`src/rtl/ezd_pkg.sv`:
```
package ezd_pkg;

  // Number of bits that read as zero in one byte.
  function automatic logic [3:0] zero_bits(input logic [7:0] b);
    logic [3:0] n;
    n = '0;
    for (int k = 0; k < 8; k++) n = n + {3'b000, ~b[k]};
    return n;
  endfunction

  // Running total that stops growing once it passes lim and holds at lim+1.
  function automatic int sat_add(input int cur, input int inc, input int lim);
    return (cur + inc > lim) ? lim + 1 : cur + inc;
  endfunction

endpackage

```
`src/rtl/ezd_region_tracker.sv`:
```
module ezd_region_tracker #(
  parameter int DATA_BYTES  = 512,
  parameter int CHECK_BYTES = 13,
  localparam int TOTAL      = DATA_BYTES + CHECK_BYTES,
  localparam int POS_W      = $clog2(TOTAL + 1)
) (
  input  logic clk,
  input  logic rst_n,
  input  logic start,
  input  logic in_valid,
  input  logic in_last,
  output logic take_data,
  output logic take_check,
  output logic last_seen
);

  logic             running;
  logic [POS_W-1:0] pos;
  logic             accept;

  assign accept     = running && in_valid && !start;
  assign take_data  = accept && (int'(pos) < DATA_BYTES);
  assign take_check = accept && (int'(pos) >= DATA_BYTES) && (int'(pos) < TOTAL);
  assign last_seen  = accept && in_last;

  always_ff @(posedge clk or negedge rst_n) begin
    if (!rst_n) begin
      running <= 1'b0;
      pos     <= '0;
    end else if (start) begin
      running <= 1'b1;
      pos     <= '0;
    end else if (accept) begin
      if (in_last) running <= 1'b0;
      if (pos != POS_W'(TOTAL)) pos <= pos + 1'b1;
    end
  end

  // A byte lands in at most one region.
  assert_one_region_R5: assert property (@(posedge clk) disable iff (!rst_n)
    !(take_data && take_check));

  // Once the last byte is taken, nothing more is routed until a new start.
  assert_quiet_after_last_R6: assert property (@(posedge clk) disable iff (!rst_n)
    (last_seen && !start) |=> !(take_data || take_check || last_seen));

endmodule

```
`src/rtl/ezd_zero_tally.sv`:
```
module ezd_zero_tally #(
  parameter int LIMIT   = 8,
  localparam int CNT_W  = $clog2(LIMIT + 2)
) (
  input  logic             clk,
  input  logic             rst_n,
  input  logic             clr,
  input  logic             en,
  input  logic [7:0]       din,
  output logic [CNT_W-1:0] tally
);
  import ezd_pkg::*;

  localparam logic [CNT_W-1:0] SAT = CNT_W'(LIMIT + 1);

  logic [CNT_W-1:0] next_tally;
  assign next_tally = CNT_W'(sat_add(int'(tally), int'(zero_bits(din)), LIMIT));

  always_ff @(posedge clk or negedge rst_n) begin
    if (!rst_n)   tally <= '0;
    else if (clr) tally <= '0;
    else if (en)  tally <= next_tally;
  end

  assert_tally_cap_R5: assert property (@(posedge clk) disable iff (!rst_n)
    tally <= SAT);

  assert_tally_hold_R5: assert property (@(posedge clk) disable iff (!rst_n)
    (tally == SAT && !clr) |=> tally == SAT);

  assert_tally_idle_R6: assert property (@(posedge clk) disable iff (!rst_n)
    (!en && !clr) |=> $stable(tally));

endmodule

```
`src/rtl/erased_sector_detector.sv`:
```
module erased_sector_detector #(
  parameter int DATA_BYTES  = 512,
  parameter int CHECK_BYTES = 13,
  parameter int LIMIT       = 8,
  parameter int ERR_W       = 4,
  localparam int CNT_W      = $clog2(LIMIT + 2),
  localparam int SUM_W      = $clog2(2 * LIMIT + 3)
) (
  input  logic             clk,
  input  logic             rst_n,
  input  logic             start,
  input  logic [ERR_W-1:0] dec_err_cnt,
  input  logic             in_valid,
  input  logic [7:0]       in_byte,
  input  logic             in_last,
  output logic             done,
  output logic             erased,
  output logic [SUM_W-1:0] zero_count
);

  logic             take_data, take_check, last_seen;
  logic             armed;
  logic [1:0]       take;
  logic [CNT_W-1:0] tally [2];

  ezd_region_tracker #(
    .DATA_BYTES (DATA_BYTES),
    .CHECK_BYTES(CHECK_BYTES)
  ) u_track (
    .clk       (clk),
    .rst_n     (rst_n),
    .start     (start),
    .in_valid  (in_valid),
    .in_last   (in_last),
    .take_data (take_data),
    .take_check(take_check),
    .last_seen (last_seen)
  );

  assign take = {take_check, take_data};

  for (genvar g = 0; g < 2; g++) begin : g_tally
    ezd_zero_tally #(.LIMIT(LIMIT)) u_tally (
      .clk  (clk),
      .rst_n(rst_n),
      .clr  (start),
      .en   (take[g] && armed),
      .din  (in_byte),
      .tally(tally[g])
    );
  end

  always_ff @(posedge clk or negedge rst_n) begin
    if (!rst_n) begin
      armed <= 1'b0;
      done  <= 1'b0;
    end else if (start) begin
      armed <= int'(dec_err_cnt) > LIMIT;
      done  <= 1'b0;
    end else if (last_seen) begin
      done  <= 1'b1;
    end
  end

  assign zero_count = SUM_W'(tally[0]) + SUM_W'(tally[1]);
  assign erased     = done && armed && (int'(zero_count) <= LIMIT);

  assert_erased_needs_done_R7: assert property (@(posedge clk) disable iff (!rst_n)
    erased |-> done);

  assert_start_clears_R2: assert property (@(posedge clk) disable iff (!rst_n)
    start |=> (!done && zero_count == '0));

  assert_done_sticky_R6: assert property (@(posedge clk) disable iff (!rst_n)
    (done && !start) |=> done);

  assert_unarmed_silent_R3: assert property (@(posedge clk) disable iff (!rst_n)
    !armed |-> zero_count == '0);

  assert_sum_bound_R8: assert property (@(posedge clk) disable iff (!rst_n)
    int'(zero_count) <= 2 * (LIMIT + 1));

endmodule

```
`config.mk`:
```
export PLATFORM = sky130hd
export DESIGN_NAME = erased_sector_detector
export DESIGN_NICKNAME = d
export VERILOG_FILES = /design/src/rtl/ezd_pkg.sv /design/src/rtl/ezd_region_tracker.sv /design/src/rtl/ezd_zero_tally.sv /design/src/rtl/erased_sector_detector.sv
export SDC_FILE = /design/constraint.sdc
export NUM_CORES = 1
export LEC_CHECK = 0
export BUFFER_PORTS_ARGS = -buffer_cell sky130_fd_sc_hd__buf_2
export CAP_MARGIN = 20
export CORE_MARGIN = 2
export CORE_UTILIZATION = 35
export DETAILED_ROUTE_END_ITERATION = 16
export GPL_ROUTABILITY_DRIVEN = 0
export GPL_TIMING_DRIVEN = 0
export HOLD_SLACK_MARGIN = 0.08
export SLEW_MARGIN = 0
export SYNTH_ARGS = -nofsm -noshare
export SYNTH_HDL_FRONTEND = slang
export SYNTH_SLANG_ARGS = --single-unit
```
`constraint.sdc`:
```
create_clock -name clk -period 1.55 [get_ports clk]
set_input_delay 0.155 -clock clk [delete_from_list [all_inputs] [get_ports clk]]
set_output_delay 0.155 -clock clk [all_outputs]
set_load 0.03 [all_outputs]
```
# Yosys cells after proc, flatten, opt, wreduce, memory -nomap -nowiden
# Index checks and enable logic that the tools add are counted.
[totals]
reg_bits = 21
input_bits = 17
output_inout_bits = 7
wordCells = 66
[classes]
add_sub_neg = 11
order_cmp = 7
n_eq_ne = 1
n_mux = 14
n_bitwise = 8
n_reduce_logical = 19
[op_table]
columns = ["cell", "n"]
rows = [
  ["$mux 10", 3],
  ["$add 4x1->4", 6],
  ["$mux 4", 6],
  ["$lt 10x10->1 const B", 2],
  ["$add 4x4->5", 3],
  ["$reduce_bool 2->1", 6],
  ["$add 10x1->10 const B", 1],
  ["$ge 10x10->1 const B", 1],
  ["$gt 5x4->1 const B", 2],
  ["$logic_and 1x1->1", 10],
  ["$ne 10x10->1 const B", 1],
  ["$not 1->1", 8],
  ["$le 5x4->1 const B", 1],
  ["$mux 1", 5],
  ["$gt 4x4->1 const B", 1],
  ["$reduce_and 2->1", 2],
  ["$add 1x1->2", 1],
  ["$logic_not 1->1", 1],
]

# Depth between registers and ports, before layout
# Gate-level depths: netlist of the first run.
[logic_depth]
depth_word = 13
ltp_mapped = 14
depth_no_buf = 13

# By module
# A second synthesis of the first run with hierarchy kept.
[hier_totals]
hier_cells = 230
hier_area_um2 = 2055.7
[modules_own_cells]
columns = ["mod", "n_inst", "cells_each", "area_each_um2", "seq_area_each_um2"]
rows = [
  ["ezd_region_tracker", 1, 74, 695.7, 275.3],
  ["ezd_zero_tally at g_tally[0].u_tally", 1, 62, 541.8, 100.1],
  ["ezd_zero_tally at g_tally[1].u_tally", 1, 59, 534.3, 100.1],
  ["erased_sector_detector", 1, 35, 284.0, 50.0],
]

# Worst setup path before layout of the first run
# OpenSTA, ideal clock, no wires.
[synth_path]
kind = "input port to flip-flop"
from = "input in_byte[0]"
to = "register g_tally[1].u_tally.tally[3]"
setup_ns = 0.065
arrival_ns = 3.531
required_ns = 1.485
slack_ns = -2.047
stages = 13
path_buffers = 0
path_cell_list = "inv_1 -> ha_1 -> fa_1 -> fa_1 -> fa_1 -> inv_1 -> fa_1 -> inv_1 -> ha_1 -> a21o_1 -> and4_1 -> o21ai_0 -> mux2_2"
[synth_between]
elab_chain_len = 13
[synth_rtl]
columns = ["item", "line", "rtl"]
rows = [
  ["start: declaration", "erased_sector_detector.sv:14", "input logic [7:0] in_byte,"],
  ["$not 1->1 (*)", "ezd_pkg.sv:7", "for (int k = 0; k < 8; k++) n = n + {3'b000, ~b[k]};"],
  ["$add 1x1->2 (*)", "ezd_pkg.sv:7", ""],
  ["$add 4x1->4 (*) (6 in series)", "ezd_pkg.sv:7", ""],
  ["$add 4x4->5 (*)", "ezd_pkg.sv:13", "return (cur + inc > lim) ? lim + 1 : cur + inc;"],
  ["$gt 5x4->1", "ezd_pkg.sv:13", ""],
  ["$mux 4 (*)", "ezd_pkg.sv:13", ""],
  ["$mux 4 (*)", "ezd_zero_tally.sv:22", "else if (en) tally <= next_tally;"],
  ["$mux 4 (*)", "ezd_zero_tally.sv:21", "else if (clr) tally <= '0;"],
  ["end signal: assignment", "ezd_zero_tally.sv:22", ""],
  ["end: declaration", "ezd_zero_tally.sv:10", "output logic [CNT_W-1:0] tally"],
]
# Every way passes the cells marked *; elsewhere a longest branch is shown, timed or not. The select of a mux whose other input is x is not followed.
# A chain may end at the register's enable or synchronous reset.

# Final worst setup path of the first run
[layout_path]
from = "input in_byte[1]"
to = "register g_tally[0].u_tally.tally[0]"
[layout_between]
elab_chain_len = 13
[layout_rtl]
columns = ["item", "line"]
rows = [
  ["$not 1->1 (*)", "ezd_pkg.sv:7"],
  ["$add 1x1->2 (*)", "ezd_pkg.sv:7"],
  ["$add 4x1->4 (*) (6 in series)", "ezd_pkg.sv:7"],
  ["$add 4x4->5 (*)", "ezd_pkg.sv:13"],
  ["$gt 5x4->1", "ezd_pkg.sv:13"],
  ["$mux 4 (*)", "ezd_pkg.sv:13"],
  ["$mux 4 (*)", "ezd_zero_tally.sv:22"],
  ["$mux 4 (*)", "ezd_zero_tally.sv:21"],
  ["end signal: assignment", "ezd_zero_tally.sv:22"],
  ["end: declaration", "ezd_zero_tally.sv:10"],
]
# Marked as above.

==> results of run 1 <==
[routing by layer]
layer / vias up / part of all wire / global-route usage
li1: 736 / - / -
met1: 697 / 0.47 / 0.211
met2: 14 / 0.52 / 0.276
met3: 0 / 0.014 / 0.0241
met4: 0 / 0 / 0.0292
met5: - / 0 / 0
[cells in the final DEF (no fill, tap or decap), types with 4 or more instances in the layout]
cell	count
dfrtp_2	4
nand3_1	7
fa_2	4
nor2_1	13
nor2b_1	6
buf_6	5
ha_1	9
dfrtp_1	17
buf_2	17
ha_2	4
nand2_1	15
a21oi_1	6
ha_4	5
xor2_1	4
inv_2	5
inv_1	15
buf_4	9
[metrics by stage]
step	cells	hold slack, ns	instance area, µm²	util
after floorplan	189	-0.141	1850	-
after global placement	279	0.141	2050	0.426
after global routing	292	0.169	2390	0.496
final	292	0.157	2390	0.496
after CTS	292	0.156	2250	0.468
after detailed placement	279	0.152	2050	0.426
[power by group through the flow]
stage               Clock (µW)  Sequential, µW  Combinational, µW
floorplan                    0             601                457
global placement             0             605                605
detailed placement           0             605                613
CTS                        379             592                717
global route               408             599                861
finish                     368             595                768
[timing repair]
item / in CTS / in global routing
cloned: 0 / 0
endpoints found under the setup margin: 15 / 19
resized for setup: 18 / 32
buffers inserted: 8 / 1
pin swaps: 12 / 9
endpoints found under the hold margin: 21 / 0
hold buffers: 1 / 0
[area by class of cell]
class	count	area, µm²	share of cell area
Tap cell	67	83.8	0.0351
Inverter	23	101	0.0425
Clock buffer	3	41.3	0.0173
Multi-Input combinational cell	141	1380	0.578
Clock inverter	1	5.00	0.00210
Timing Repair Buffer	33	234	0.0980
Buffer	3	11.3	0.00472
Sequential cell	21	531	0.222
[flip-flops by register name (all words and copies together) (netlist names)]
| register | flops |
|---|---|
| u_track.pos | 10 |
| g_tally.u_tally.tally | 8 |
| armed | 1 |
| done | 1 |
| u_track.running | 1 |
[cell families (layout without fill, tap and decap cells)]
kind of cell | Yosys count | count (layout) | share of synthesized area
AO/OA/AOI/OAI | 38 | 38 | 0.161
adder cells (fa/ha/maj) | 25 | 25 | 0.206
AND/OR/NAND/NOR | 65 | 65 | 0.212
multiplexers | 3 | 3 | 0.0183
buffers and inverters | 27 | 63 | 0.0572
XOR/XNOR | 10 | 10 | 0.0494
flip-flops | 21 | 21 | 0.296
[worst min-delay path, stage by stage]
cell and delay (ns):
buf_2 0.09, a21oi_1 0.06, nor2_1 0.08
[final timing paths]
kind / start / to / slack [ns]
min reg2reg: done / done / 0.53
min: in_last / done / 0.16
max in group asynchronous: rst_n / g_tally[0].u_tally.tally[1] / 0.80
max reg2reg: g_tally[1].u_tally.tally[0] / g_tally[1].u_tally.tally[0] / -0.36
min in group asynchronous: rst_n / u_track.pos[0] / 0.38
max: in_byte[1] / g_tally[0].u_tally.tally[0] / -1.70
==> impl_metrics.toml, run 1 <==
[timing]
setup_slack_ns = -1.70
drv_slew = 0
worstMarginPinSlew_ns = 0.524
slew_headroom = 0.651
finClkSkew_ns = 0.00783
period_needed_ns = 3.25
fmax_mhz = 308
grt_setup_unrepaired = "true"
setup_tns_ns = -15.01
finalSetupViolCount = 14
layout_worst_path_cycle_share = 2.09
final_hold_viol_count = 0

[synth]
synth_edf_count = 0
synth_most_common_cell = "inv_1"
synth_top_cell_area_share = 0.296
syn_area_um2 = 1770
ys_warn_count = 0
synth_area_leader_cell = "dfrtp_1"
synth_area_leaders = "dfrtp_1 (30%), ha_1 (13%), fa_1 (7.9%)"
synth.net_count = 231
async_flop_share = 1.00
synth_seq_cells = 21
synth_commonest_cells = "inv_1 (22), dfrtp_1 (21), ha_1 (18)"
synth_ff_type = "dfrtp_1"
avgSynthCellArea_um2 = 9.38
syn-instance-count = 189
synth_cell_types = 49
seq_area_frac_synth = 0.296

[drt]
drc_errors = 0
ant_nets = 0
vias_per_cell = 4.96
drt_iter0_markers = 41
num_vias = 1447
post_drt_wl_per_cell_um = 14.0
drt_wl_total_um = 4080
drt_first_pass_iters = 4

[placement]
io_buffers = 23
post-place-ws_ns = -2.16
hpwl_um = 2990

[pwr]
p_int_uw = 1110
switching_share = 0.359
comb_power_share = 0.444
power.net_switching_uw = 622
p_seq_frac = 0.344
pwr-share-clk = 0.213
ir_drop_uv = 360
leakage_uw = 0.00108
power.density_nw_per_um2 = 725
fin_total_pwr_uw = 1730

[worst_setup_path]
cp_slowest_stage_delay_ns = 0.59
crit_buf_inv = 3
crit_arrival_ns = 3.40
critPathMaxFanout = 3
crit_path_cell_trace = "buf_8 > inv_12 > ha_4 > fa_1 > fa_1 > fa_2 > inv_2 > fa_2 > fa_2 > a2bb2oi_2 > o221ai_1 > a21oi_1 > o221a_2"
startpoint_type = "input port"
cp.depth = 13
ff2ff_path_depth = 8
cp_slowest_cell = "fa_2"
crit_type = "input port to flip-flop"
cpMostUsedCell = "fa_2"
crit_path_end_kind = "flip-flop"
required_ns = 1.70
cp_top_family = "adder cells"

[clock_tree]
cts_buffers = 3
clkSinkCount = 21
cts_tree = "built"
htreeDepth = 1
clockBufferDepth = 2
cts-root-buf = "clkbuf_8"
clk_pin_slew_ns = 0.07
clk_latency_ns = 0.27

[global_routing]
grt_pass1_wl_um = 6910
grt_pass1_vias = 1425
grt_overflow_total = 0
antenna_found_initial = 0
track_usage = 0.158
grt_max_degree = 22

[status]
violations = "setup timing"
outcome = "finished, violations left"

[min_path]
hold_class = "input port to flip-flop"
hold_depth = 3

[die]
die_h_um = 75.2
start_util = 0.368
io_pins = 24
row_count = 25
dieArea_um2 = 5650
die-width_um = 75.2
core-area_um2 = 4820

[finish]
synthToLayoutAreaGrowth_pct = 34.7
diodes = 0
finalNetCount = 268
drive_above_1_share = 0.404
fillerInstances = 470

[flow_run]
drv_cap = 0
No activity file was read; power rests on OpenSTA's default activity.
==> inputs of run 2 (changes only) <==
Settings changed: TNS_END_PERCENT set to 20.
==> run 2 against run 1 <==
The run still ends with setup timing left. Worst hold slack got worse by 0.0017 ns. Count of clock-buffer cells in the layout did not move. Via count up 0.28%. Sequential power barely moved. First-iteration DRC count grew 49%. Combinational power decreased by 13%. Utilization down 3.7 points. Final cell count fell by 2.7%. Clock power is 2% lower. Fmax shrank 1.2%. Die area unchanged. Register-to-register slack hardly changed. Largest power group unchanged. Highest routed layer is now met4.
==> impl_metrics.toml, run 2 (synthesis gave the netlist of run 1 again) <==
[drt]
vias_per_cell = 5.11
drc_errors = 0
ant_nets = 0
drt_iter0_markers = 61
drt_wl_total_um = 3860
drt_first_pass_iters = 4
num_vias = 1451
post_drt_wl_per_cell_um = 13.6

[clock_tree]
cts_buffers = 3
clkSinkCount = 21
clockBufferDepth = 2
clk_latency_ns = 0.27
cts_tree = "built"
htreeDepth = 1
cts-root-buf = "clkbuf_8"
clk_pin_slew_ns = 0.08

[status]
outcome = "finished, violations left"
violations = "setup timing"

[die]
die-width_um = 75.2
die_h_um = 75.2
start_util = 0.368
dieArea_um2 = 5650
row_count = 25
io_pins = 24
core-area_um2 = 4820

[global_routing]
grt_overflow_total = 0
track_usage = 0.147
grt_pass1_vias = 1380
grt_pass1_wl_um = 6400
antenna_found_initial = 0
grt_max_degree = 22

[pwr]
power.density_nw_per_um2 = 735
ir_drop_uv = 308
leakage_uw = 0.00105

[timing]
final_hold_viol_count = 0
slew_headroom = 0.682
whs_ns = 0.155
finalSetupViolCount = 14
grt_setup_unrepaired = "true"
worstMarginPinSlew_ns = 0.477
setup_tns_ns = -15.24
layout_worst_path_cycle_share = 2.12
setup_slack_ns = -1.73
finClkSkew_ns = 0.0125
period_needed_ns = 3.28
drv_slew = 0
fmax_mhz = 305

[worst_setup_path]
startpoint_type = "input port"
critPathMaxFanout = 3
crit_arrival_ns = 3.44
required_ns = 1.71
crit_type = "input port to flip-flop"
crit_path_end_kind = "flip-flop"

[finish]
reg.largest.list = "u_track.pos (10), g_tally.u_tally.tally (8)"
fin_area_um2 = 2210
instances_no_fill = 284
diodes = 0
synthToLayoutAreaGrowth_pct = 24.7
final_common_cell = "dfrtp_1"
final_cell_mix = "dfrtp_1 (19), buf_2 (17), inv_1 (15), nand2_1 (15), ha_1 (15)"
fillerInstances = 486
regMostFlops = "u_track.pos"
largest_reg_flops = 10
finalNetCount = 260
drive_above_1_share = 0.323

[min_path]
hold_class = "input port to flip-flop"

[placement]
post-place-ws_ns = -2.14
place_inst = 279
dpl_cell_area_um2 = 2000
hpwl_um = 2970
io_buffers = 23

[flow_run]
drv_cap = 0
## run 2: changes by cell type in the layout (fill, tap and decap cells not counted), sizes merged
cell / change
buf: -8
## run 2: metal layers
layer / up-vias / track usage / wire length (µm)
li1: 721 / - / -
met4: 0 / 0.0234 / 8
met2: 13 / 0.259 / 2040
met1: 715 / 0.193 / 1750
met5: - / 0 / 0
met3: 2 / 0.0241 / 62
## run 2: final cells by class
type	count	area [µm²]	area share
Sequential cell	21	528	0.239
Buffer	3	11.3	0.00509
Clock buffer	3	41.3	0.0187
Clock inverter	1	5.00	0.00226
Timing Repair Buffer	25	170	0.0770
Inverter	23	98.8	0.0447
Multi-Input combinational cell	141	1270	0.576
Tap cell	67	83.8	0.0379
## run 2: final timing paths
kind	cells after the start	start	to	slack [ns]
worst max-delay path	13	in_byte[1]	g_tally[0].u_tally.tally[0]	-1.73
worst min-delay path	3	in_last	done	0.16
worst max register to register	6	g_tally[0].u_tally.tally[0]	g_tally[0].u_tally.tally[0]	-0.37
worst min register to register	2	done	done	0.54
max in group asynchronous	2	rst_n	u_track.running	0.81
min in group asynchronous	2	rst_n	u_track.pos[2]	0.37
## run 2: metrics by stage
step | total power [µW] | utilization
final | 1630 | 0.459
after global routing | 1750 | 0.459
after CTS | 1620 | 0.452
after detailed placement | 1180 | 0.416
after global placement | 1180 | 0.416
after floorplan | 1030 | -
## run 2: where the power goes
group / leakage (µW) / total (µW) / switching [µW] / internal (µW)
combinational: 0.000742 / 667 / 369 / 298
clock: 0.0000255 / 362 / 183 / 179
sequential: 0.000283 / 596 / 26.5 / 570
total: 0.00105 / 1630 / 578 / 1050
## run 2: worst max-delay path, cell delays in order
cell and delay [ns]:
buf_8 0.09, inv_12 0.03, ha_4 0.22, fa_1 0.50, fa_1 0.43, fa_2 0.36
inv_2 0.07, fa_2 0.48, fa_2 0.59, a2bb2oi_2 0.06, o221ai_1 0.15, a21oi_1 0.07
o221a_2 0.23
## run 2: repair_timing
action                                  CTS  global route
gates resized for setup                  31             9
endpoints found under the setup margin   15            19
endpoints found under the hold margin    21             0
hold buffers                              1             0
setup buffers                             1             0
pin swaps                                12             5
==> inputs of run 3 (changes only) <==
Settings changed: CORE_UTILIZATION 35 to 52, PLACE_DENSITY set to 0.76.
==> run 3 against run 2 <==
The run still ends with setup timing left. Highest routed layer unchanged. Clock power fell by 24%. Largest cell class unchanged. Global-route usage rose by 5.7 points. Fmax rose by 2.2%. Critical endpoint unchanged. Final cell count fell by 7.4%.
==> impl_metrics.toml, run 3 (synthesis gave the netlist of run 1 again) <==
[timing]
final_hold_viol_count = 0
drv_slew = 0
period_needed_ns = 3.21
whs_ns = 0.106
finalSetupViolCount = 15
fmax_mhz = 311
grt_setup_unrepaired = "true"
layout_worst_path_cycle_share = 2.07
setup_slack_ns = -1.66
worstMarginPinSlew_ns = 0.492
slew_headroom = 0.672
finClkSkew_ns = 0.00690

[finish]
drive_above_1_share = 0.249
final_common_cell = "dfrtp_1"
largest_reg_flops = 10
synthToLayoutAreaGrowth_pct = 18.6
fin_area_um2 = 2100
fillerInstances = 309
diodes = 0
reg.largest.list = "u_track.pos (10), g_tally.u_tally.tally (8)"
finalNetCount = 260
regMostFlops = "u_track.pos"
final_cell_mix = "dfrtp_1 (21), inv_1 (18), buf_2 (16)"

[worst_setup_path]
reg2reg_to = "g_tally[0].u_tally.tally[0]"
cpMostUsedCell = "fa_1"
crit_type = "input port to flip-flop"
crit_path_cell_trace = "buf_8 > inv_12 > ha_4 > fa_1 > fa_1 > fa_2 > inv_2 > fa_2 > fa_1 > a2bb2oi_1 > o221ai_1 > a21oi_1 > o221a_2"
ff2ff_path_depth = 6
critPathMaxFanout = 3
cp_slowest_cell = "fa_1"
reg2reg_from = "g_tally[0].u_tally.tally[1]"
reg2reg_setup_slack_ns = -0.30
startpoint_type = "input port"
crit_arrival_ns = 3.42
crit_path_end_kind = "flip-flop"
cp_slowest_stage_delay_ns = 0.57
required_ns = 1.76

[pwr]
fin_total_pwr_uw = 1510
p_seq_frac = 0.395
power.density_nw_per_um2 = 719
power.net_switching_uw = 567
leakage_uw = 0.00101
p_int_uw = 945
switching_share = 0.375
pwr-share-clk = 0.182
ir_drop_uv = 509
comb_power_share = 0.423

[die]
dieArea_um2 = 3890
start_util = 0.536
die-width_um = 62.4
die_h_um = 62.4
io_pins = 24
core-area_um2 = 3310
row_count = 21

[placement]
io_buffers = 23
post-place-ws_ns = -2.16
hpwl_um = 2760
dpl_cell_area_um2 = 1980

[min_path]
hold_path_end = "u_track.running"
hold_class = "input port to flip-flop"
worstHoldStart = "in_last"
hold_depth = 4

[drt]
drt_wl_total_um = 3530
drt_first_pass_iters = 4
drt_iter0_markers = 53
post_drt_wl_per_cell_um = 13.4
vias_per_cell = 5.50
ant_nets = 0
drc_errors = 0
num_vias = 1446

[clock_tree]
cts-root-buf = "clkbuf_4"
cts_buffers = 3
clk_latency_ns = 0.31
post_cts_buffers = 0
clkSinkCount = 21
htreeDepth = 1
cts_tree = "built"
clockBufferDepth = 2
clk_pin_slew_ns = 0.13

[flow_run]
drv_cap = 0

[status]
violations = "setup timing"
outcome = "finished, violations left"

[global_routing]
grt_max_degree = 22
grt_pass1_vias = 1435
antenna_found_initial = 0
grt_overflow_total = 0
grt_pass1_wl_um = 6460
track_usage = 0.204
run 3: cell count changes in the layout (fill, tap and decap cells not counted), moves of 3 or more:
cell and change:
inv_2 -3, buf_6 -3, inv_1 +3, buf_4 +3, clkbuf_4 +3, clkbuf_8 -3
run 3: critical path, delay by kind of cell:
| family | cells | cell delay [ns] |
|---|---|---|
| adder cells (fa/ha/maj) | 6 | 2.55 |
| AO/OA/AOI/OAI | 4 | 0.53 |
| buffers and inverters | 3 | 0.18 |
run 3: worst max-delay path by stage:
stage	to	slack [ns]	startpoint	cells after the start
after floorplan	g_tally[0].u_tally.tally[0]	-1.75	in_byte[1]	12
after global placement	g_tally[1].u_tally.tally[3]	-2.15	in_byte[1]	14
after detailed placement	g_tally[1].u_tally.tally[3]	-2.16	in_byte[1]	14
after CTS	g_tally[0].u_tally.tally[0]	-1.68	in_byte[1]	13
after global routing	g_tally[0].u_tally.tally[0]	-1.77	in_byte[1]	13
final	g_tally[0].u_tally.tally[0]	-1.66	in_byte[1]	13
run 3: power groups by stage:
| stage | Combinational, µW | Clock, µW | Sequential (µW) |
|---|---|---|---|
| 2_1_floorplan | 429 | 0 | 601 |
| 3_3_place_gp | 569 | 0 | 605 |
| 3_5_place_dp | 582 | 0 | 606 |
| 4_1_cts | 619 | 291 | 596 |
| 5_1_grt | 725 | 312 | 602 |
| 6_report | 639 | 276 | 597 |
run 3: final cells by class:
class | instances | area (µm²) | share of cell area
Multi-Input combinational cell | 141 | 1230 | 0.583
Sequential cell | 21 | 526 | 0.250
Timing Repair Buffer | 24 | 154 | 0.0732
Inverter | 23 | 98.8 | 0.0470
Tap cell | 46 | 57.6 | 0.0274
Clock buffer | 4 | 26.3 | 0.0125
Buffer | 4 | 15.0 | 0.00714
run 3: stage by stage:
| step | std cells | util | TNS [ns] |
|---|---|---|---|
| floorplan | 189 | - | -14.72 |
| global placement | 258 | 0.597 | -17.20 |
| detailed placement | 258 | 0.597 | -17.43 |
| CTS | 263 | 0.627 | -14.82 |
| global route | 263 | 0.635 | -16.84 |
| finish | 263 | 0.635 | -15.00 |
run 3: per-layer routing:
layer  GRT usage  vias to the layer above  wire (µm)
met3      0.0324                        2         94
met1       0.257                      698       1570
met5           0                        -          0
met4      0.0250                        0         21
li1            -                      723          -
met2       0.380                       23       1850
run 3: repair_timing:
action                                 CTS  global route
gates resized for setup                 17             3
pin swaps                               16             2
hold buffers                             1             0
endpoints found under the hold margin   21             0
setup endpoints to repair               16            20
